## src/rtl/ea_seq_pkg.sv

```systemverilog
package ea_seq_pkg;

    localparam int STEP_W = 2;

    typedef enum logic [3:0] {
        M_IMM  = 4'd0,
        M_ZP   = 4'd1,
        M_ZPX  = 4'd2,
        M_ZPY  = 4'd3,
        M_ABS  = 4'd4,
        M_ABSX = 4'd5,
        M_ABSY = 4'd6,
        M_INDX = 4'd7,
        M_INDY = 4'd8,
        M_JIND = 4'd9
    } mode_e;

    typedef enum logic [1:0] {
        S_IDLE  = 2'd0,
        S_ISSUE = 2'd1,
        S_CAPT  = 2'd2
    } state_e;

    function automatic logic mode_known(input logic [3:0] code);
        return code <= 4'd9;
    endfunction

    // index of the final byte fetch for each reading mode
    function automatic logic [STEP_W-1:0] last_step(input mode_e m);
        case (m)
            M_ZP, M_ZPX, M_ZPY:    return 2'd0;
            M_ABS, M_ABSX, M_ABSY: return 2'd1;
            M_INDX, M_INDY:        return 2'd2;
            M_JIND:                return 2'd3;
            default:               return 2'd0;
        endcase
    endfunction

endpackage

```

## src/rtl/ea_step_addr.sv

```systemverilog
module ea_step_addr
    import ea_seq_pkg::*;
#(
    parameter int ADDR_W = 16,
    parameter int DATA_W = 8
) (
    input  mode_e                   mode,
    input  logic [STEP_W-1:0]       step,
    input  logic [ADDR_W-1:0]       loc,
    input  logic [DATA_W-1:0]       xr,
    input  logic [DATA_W-1:0]       b0,
    input  logic [DATA_W-1:0]       b1,
    output logic [ADDR_W-1:0]       addr
);
    localparam int PAGE_W = ADDR_W - DATA_W;

    logic [DATA_W-1:0] zp_ptr;
    logic [DATA_W-1:0] zp_ptr_inc;
    logic              wide_operand;

    always_comb begin
        zp_ptr       = (mode == M_INDX) ? DATA_W'(b0 + xr) : b0;
        zp_ptr_inc   = DATA_W'(zp_ptr + 1'b1);
        wide_operand = (mode == M_ABS) || (mode == M_ABSX) ||
                       (mode == M_ABSY) || (mode == M_JIND);
        case (step)
            2'd0: addr = loc;
            2'd1: addr = wide_operand ? ADDR_W'(loc + 1'b1)
                                      : {{PAGE_W{1'b0}}, zp_ptr};
            2'd2: addr = (mode == M_JIND) ? {b1, b0}
                                          : {{PAGE_W{1'b0}}, zp_ptr_inc};
            default: addr = {b1, DATA_W'(b0 + 1'b1)};
        endcase
    end

endmodule

```

## src/rtl/ea_result.sv

```systemverilog
module ea_result
    import ea_seq_pkg::*;
#(
    parameter int ADDR_W = 16,
    parameter int DATA_W = 8
) (
    input  mode_e               mode,
    input  logic [DATA_W-1:0]   xr,
    input  logic [DATA_W-1:0]   yr,
    input  logic [DATA_W-1:0]   b0,
    input  logic [DATA_W-1:0]   b1,
    input  logic [DATA_W-1:0]   b2,
    input  logic [DATA_W-1:0]   b3,
    output logic [ADDR_W-1:0]   ea
);
    localparam int PAGE_W = ADDR_W - DATA_W;

    logic [ADDR_W-1:0] x_wide;
    logic [ADDR_W-1:0] y_wide;

    always_comb begin
        x_wide = {{PAGE_W{1'b0}}, xr};
        y_wide = {{PAGE_W{1'b0}}, yr};
        case (mode)
            M_ZP:    ea = {{PAGE_W{1'b0}}, b0};
            M_ZPX:   ea = {{PAGE_W{1'b0}}, DATA_W'(b0 + xr)};
            M_ZPY:   ea = {{PAGE_W{1'b0}}, DATA_W'(b0 + yr)};
            M_ABS:   ea = {b1, b0};
            M_ABSX:  ea = ADDR_W'({b1, b0} + x_wide);
            M_ABSY:  ea = ADDR_W'({b1, b0} + y_wide);
            M_INDX:  ea = {b2, b1};
            M_INDY:  ea = ADDR_W'({b2, b1} + y_wide);
            M_JIND:  ea = {b3, b2};
            default: ea = '0;
        endcase
    end

endmodule

```

## src/rtl/ea_sequencer.sv

```systemverilog
module ea_sequencer
    import ea_seq_pkg::*;
#(
    parameter int ADDR_W = 16,
    parameter int DATA_W = 8
) (
    input  logic              clk,
    input  logic              rst_n,
    input  logic              start_i,
    input  logic [3:0]        mode_i,
    input  logic [ADDR_W-1:0] oploc_i,
    input  logic [DATA_W-1:0] x_i,
    input  logic [DATA_W-1:0] y_i,
    output logic [ADDR_W-1:0] mem_addr_o,
    output logic              mem_rd_o,
    input  logic [DATA_W-1:0] mem_data_i,
    output logic              busy_o,
    output logic              done_o,
    output logic [ADDR_W-1:0] ea_o,
    output logic              err_o
);
    localparam int NBYTES = 1 << STEP_W;

    typedef struct packed {
        state_e                         st;
        mode_e                          mode;
        logic [ADDR_W-1:0]              loc;
        logic [DATA_W-1:0]              xr;
        logic [DATA_W-1:0]              yr;
        logic [STEP_W-1:0]              step;
        logic [NBYTES-1:0][DATA_W-1:0]  bytes;
        logic                           done;
        logic                           err;
        logic [ADDR_W-1:0]              ea;
    } seq_t;

    seq_t r_d, r_q;

    logic [NBYTES-1:0][DATA_W-1:0] cur_bytes;
    logic [ADDR_W-1:0]             rd_addr;
    logic [ADDR_W-1:0]             final_ea;

    // bytes as they stand including the one arriving this cycle
    always_comb begin
        cur_bytes            = r_q.bytes;
        cur_bytes[r_q.step]  = mem_data_i;
    end

    ea_step_addr #(.ADDR_W(ADDR_W), .DATA_W(DATA_W)) u_step_addr (
        .mode (r_q.mode),
        .step (r_q.step),
        .loc  (r_q.loc),
        .xr   (r_q.xr),
        .b0   (r_q.bytes[0]),
        .b1   (r_q.bytes[1]),
        .addr (rd_addr)
    );

    ea_result #(.ADDR_W(ADDR_W), .DATA_W(DATA_W)) u_result (
        .mode (r_q.mode),
        .xr   (r_q.xr),
        .yr   (r_q.yr),
        .b0   (cur_bytes[0]),
        .b1   (cur_bytes[1]),
        .b2   (cur_bytes[2]),
        .b3   (cur_bytes[3]),
        .ea   (final_ea)
    );

    always_comb begin
        r_d      = r_q;
        r_d.done = 1'b0;
        case (r_q.st)
            S_IDLE: begin
                if (start_i) begin
                    r_d.mode = mode_e'(mode_i);
                    r_d.loc  = oploc_i;
                    r_d.xr   = x_i;
                    r_d.yr   = y_i;
                    r_d.step = '0;
                    if (!mode_known(mode_i)) begin
                        r_d.done = 1'b1;
                        r_d.err  = 1'b1;
                        r_d.ea   = '0;
                    end else if (mode_i == 4'(M_IMM)) begin
                        r_d.done = 1'b1;
                        r_d.err  = 1'b0;
                        r_d.ea   = oploc_i;
                    end else begin
                        r_d.st   = S_ISSUE;
                    end
                end
            end
            S_ISSUE: begin
                r_d.st = S_CAPT;
            end
            S_CAPT: begin
                r_d.bytes = cur_bytes;
                if (r_q.step == last_step(r_q.mode)) begin
                    r_d.st   = S_IDLE;
                    r_d.done = 1'b1;
                    r_d.err  = 1'b0;
                    r_d.ea   = final_ea;
                end else begin
                    r_d.step = r_q.step + 1'b1;
                    r_d.st   = S_ISSUE;
                end
            end
            default: r_d.st = S_IDLE;
        endcase
    end

    always_ff @(posedge clk or negedge rst_n) begin
        if (!rst_n) r_q <= '0;
        else        r_q <= r_d;
    end

    assign mem_addr_o = rd_addr;
    assign mem_rd_o   = (r_q.st == S_ISSUE);
    assign busy_o     = (r_q.st != S_IDLE);
    assign done_o     = r_q.done;
    assign ea_o       = r_q.ea;
    assign err_o      = r_q.err;

    AST_IMM_NO_READ: assert property (@(posedge clk) disable iff (!rst_n)
        (start_i && !busy_o && mode_i == 4'd0) |=>
        (done_o && !mem_rd_o && !err_o && ea_o == $past(oploc_i)))
        else $error("immediate mode misbehaved");

    AST_ZP_IN_PAGE0: assert property (@(posedge clk) disable iff (!rst_n)
        (done_o && (r_q.mode inside {M_ZP, M_ZPX, M_ZPY})) |->
        (ea_o[ADDR_W-1:DATA_W] == '0))
        else $error("zero-page result left page zero");

    AST_PTR_IN_PAGE0: assert property (@(posedge clk) disable iff (!rst_n)
        (mem_rd_o && r_q.step != '0 && (r_q.mode inside {M_INDX, M_INDY})) |->
        (mem_addr_o[ADDR_W-1:DATA_W] == '0))
        else $error("pointer read left page zero");

    AST_READ_ONE_CYCLE: assert property (@(posedge clk) disable iff (!rst_n)
        mem_rd_o |=> !mem_rd_o)
        else $error("read strobe longer than one cycle");

    AST_READ_WHILE_BUSY: assert property (@(posedge clk) disable iff (!rst_n)
        mem_rd_o |-> busy_o)
        else $error("read issued while idle");

    AST_HOLD_WHILE_BUSY: assert property (@(posedge clk) disable iff (!rst_n)
        (busy_o && $past(busy_o)) |-> ($stable(r_q.mode) && $stable(r_q.loc)))
        else $error("latched operands changed mid-operation");

    AST_ERR_ZERO_EA: assert property (@(posedge clk) disable iff (!rst_n)
        (done_o && err_o) |-> (ea_o == '0))
        else $error("error completion with nonzero address");

    AST_DONE_NOT_BUSY: assert property (@(posedge clk) disable iff (!rst_n)
        done_o |-> !busy_o)
        else $error("busy during done cycle");

endmodule

```

## config.mk

```make
export PLATFORM = sky130hd
export DESIGN_NAME = ea_sequencer
export DESIGN_NICKNAME = d
export VERILOG_FILES = /design/src/rtl/ea_seq_pkg.sv /design/src/rtl/ea_step_addr.sv /design/src/rtl/ea_result.sv /design/src/rtl/ea_sequencer.sv
export SDC_FILE = /design/constraint.sdc
export NUM_CORES = 1
export LEC_CHECK = 0
export BUFFER_PORTS_ARGS = -buffer_cell sky130_fd_sc_hd__buf_2
export CAP_MARGIN = 20
export CORE_MARGIN = 4
export CORE_UTILIZATION = 40
export CTS_CLUSTER_SIZE = 30
export DETAILED_ROUTE_END_ITERATION = 16
export SLEW_MARGIN = 20
export SYNTH_ARGS = -nofsm -noshare
export SYNTH_HDL_FRONTEND = slang
export SYNTH_SLANG_ARGS = --single-unit
```

## constraint.sdc

```tcl
create_clock -name clk -period 7.3 [get_ports clk]
set_input_delay 0.73 -clock clk [delete_from_list [all_inputs] [get_ports clk]]
set_output_delay 0.73 -clock clk [all_outputs]
set_load 0.01 [all_outputs]
```

==> results.py <==
metrics = {
    "status": {
        "status": "completed",
    },
    "clock_network": {
        "clock_latency_ns": 0.37,
        "tritoncts": "yes",
        "clock_sinks": 90,
        "clkTransAtPathRegs_ns": 0.08,
        "postCtsSetupBuffers": 0,
        "numCtsBuffers": 9,
        "ctsHoldBuffers": 0,
        "clockRootBuffer": "clkbuf_16",
        "ctsResizeCount": 0,
        "cts_max_path_buffers": 2,
        "htreeDepth": 3,
    },
    "synth": {
        "yosysTopAreaCell": "dfrtp_1",
        "synth_top_area_share_pct": 29.7,
        "synthCells": 845,
        "synth_edf_count": 0,
        "ys.flop_type": "dfrtp_1",
        "synth_top_cells_by_area": "dfrtp_1, mux2_2, ha_1",
        "syn-cell-area_um2": 7580,
        "syn_nets": 935,
        "synth_area_per_cell_um2": 8.97,
        "yosys.cell_count.top_type": "dfrtp_1",
        "ys_seq_elements": 90,
        "ys_seq_area_share_pct": 29.7,
        "synthTopCellsByCount": "dfrtp_1, nand2_1, o21ai_0, nor2_1, mux2_2",
        "ys_types": 74,
        "async_flop_share_pct": 100,
        "yosysWarnings": 0,
    },
    "route": {
        "vias": 6692,
        "drt_wl_total_um": 23700,
        "dr.pass1.iters": 5,
        "drc": 0,
        "drtIter0Drc": 503,
        "viasPerCell": 5.94,
        "wl_per_cell_um": 21.0,
        "detail-route-antenna-nets": 0,
    },
    "grt": {
        "antenna_found_initial": 0,
        "grt_pass1_vias": 6382,
        "grt_usage_pct": 22.4,
        "grt_pass1_wl_um": 37800,
        "grt_max_degree": 62,
        "gr-total-overflow": 0,
    },
    "sta": {
        "period_needed_ns": 4.53,
        "hold_viol": 0,
        "finalCritPeriodShare_pct": 62.0,
        "whs_ns": 0.288,
        "final.setup.tns_ns": 0,
        "max_clock_freq_mhz": 221,
        "worstMarginPinSlew_ns": 0.965,
        "slew_headroom_pct": 34.8,
        "drv_slew": 0,
        "setup-violations-final": 0,
        "rsz0062_at_grt": "false",
        "clock_skew_ns": 0.0133,
    },
    "floorplanning": {
        "core_um2": 18600,
        "num_io_pins": 83,
        "rows": 50,
        "fp.dieH_um": 146,
        "die_x_um": 146,
        "initial_utilization_pct": 40.6,
        "die_area_um2": 21200,
    },
    "run": {
        "cap_violations": 0,
    },
    "critical_path": {
        "cp.arrival_ns": 4.74,
        "end_kind": "flop",
        "cp_max_fo": 14,
        "worstSetupPathType": "flop to flop",
        "required_ns": 7.51,
        "startpoint_type": "flop",
    },
    "pwr": {
        "ir_drop_v": 0.000190,
        "cellLeakagePower_nw": 3.55,
        "power.total_mw": 4.52,
        "power_density_nw_per_um2": 541,
    },
    "min_path": {
        "hold_class": "input port to async pin",
    },
    "place": {
        "hpwl_um": 18000,
        "gp_congestion": 0.951,
        "io_buffers": 82,
    },
    "layout": {
        "diodes": 0,
        "area_delta_synth_final_pct": 10.2,
        "nets": 978,
        "final_layout_size_suffix_gt1_share_pct": 21.6,
    },
}
==> registers in the layout, summed over array words and instances, names as in the netlist <==
signal / cells
r_q: 72
err_o: 1
done_o: 1
ea_o: 16
==> layout by cell type (no fill, tap or decap), drive strengths merged, types with 5 or more instances in the layout <==
| cell | instances |
|---|---|
| a211oi | 12 |
| a21o | 9 |
| a21oi | 43 |
| a221oi | 10 |
| a22oi | 20 |
| a31oi | 5 |
| and2 | 6 |
| and3 | 9 |
| buf | 93 |
| clkbuf | 9 |
| dfrtp | 90 |
| ha | 39 |
| inv | 23 |
| mux2 | 60 |
| mux2i | 45 |
| nand2 | 78 |
| nand3 | 23 |
| nand3b | 5 |
| nor2 | 61 |
| nor3 | 17 |
| nor3b | 7 |
| o21ai | 71 |
| o21bai | 6 |
| o221ai | 6 |
| o22ai | 12 |
| or2 | 6 |
| or3 | 6 |
| xnor2 | 28 |
| xor2 | 22 |
==> layer usage <==
layer	global-route usage, %	routed length [µm]	vias to the layer above
met1	32.4	11200	3186
met4	7.98	638	0
met5	0	0	-
met3	4.30	1640	36
li1	-	-	3197
met2	33.4	10200	273
==> power breakdown <==
part / switching, mW / total (mW) / internal [mW]
registers: 0.372 / 1.10 / 0.729
logic: 1.66 / 2.90 / 1.23
clock network: 0.242 / 0.519 / 0.277
total: 2.28 / 4.52 / 2.24
==> stage by stage <==
stage | setup WS [ns] | utilization (%) | cell area [µm²] | instances
floorplan | 3.50 | - | 7580 | 845
global placement | 2.99 | 43.1 | 8040 | 1111
detailed placement | 2.85 | 43.1 | 8040 | 1111
CTS | 2.84 | 44.8 | 8350 | 1127
global route | 2.42 | 44.8 | 8350 | 1127
finish | 2.77 | 44.8 | 8350 | 1127
==> worst paths after layout <==
| path | cells after the start | end | slack (ns) | startpoint |
|---|---|---|---|---|
| max | 12 | ea_o[12] | 2.77 | r_q[51] |
| min | 1 | r_q[68] | 0.29 | rst_n |
| max reg2reg | 12 | ea_o[12] | 2.77 | r_q[51] |
| min reg2reg | 2 | r_q[38] | 0.49 | r_q[38] |
| max in group asynchronous | 2 | r_q[40] | 5.87 | rst_n |
| min in group clk | 2 | r_q[38] | 0.49 | r_q[38] |
==> critical path, stage by stage (launching register included) <==
cell and delay (ns):
dfrtp_1 0.44, inv_1 0.12, ha_1 0.65, mux2i_1 0.68, a21oi_1 0.23, fa_1 0.46
nand3_1 0.12, a21oi_1 0.09, o41ai_1 0.85, nor2_1 0.12, xnor2_1 0.16, a221oi_1 0.33
o21ai_0 0.11
==> cells by family (layout without fill, tap and decap cells) <==
| family | Yosys count | count (layout) | synth area share (%) |
|---|---|---|---|
| AO/OA/AOI/OAI | 230 | 230 | 20.0 |
| XOR/XNOR | 50 | 50 | 5.78 |
| adder cells (fa/ha/maj) | 43 | 43 | 7.50 |
| buffers and inverters | 79 | 127 | 5.30 |
| flip-flops | 90 | 90 | 29.7 |
| multiplexers | 105 | 105 | 14.9 |
| AND/OR/NAND/NOR | 248 | 248 | 16.8 |
==> cell type report <==
cell class                      instances  area [µm²]
Clock inverter                          7        90.1
Timing Repair Buffer                   93         495
Sequential cell                        90        2250
Tap cell                              234         293
Inverter                               18        67.6
Multi-Input combinational cell        676        4930
Fill cell                            1831       10300
Clock buffer                            9         225
(Power assumes the default switching activity.)
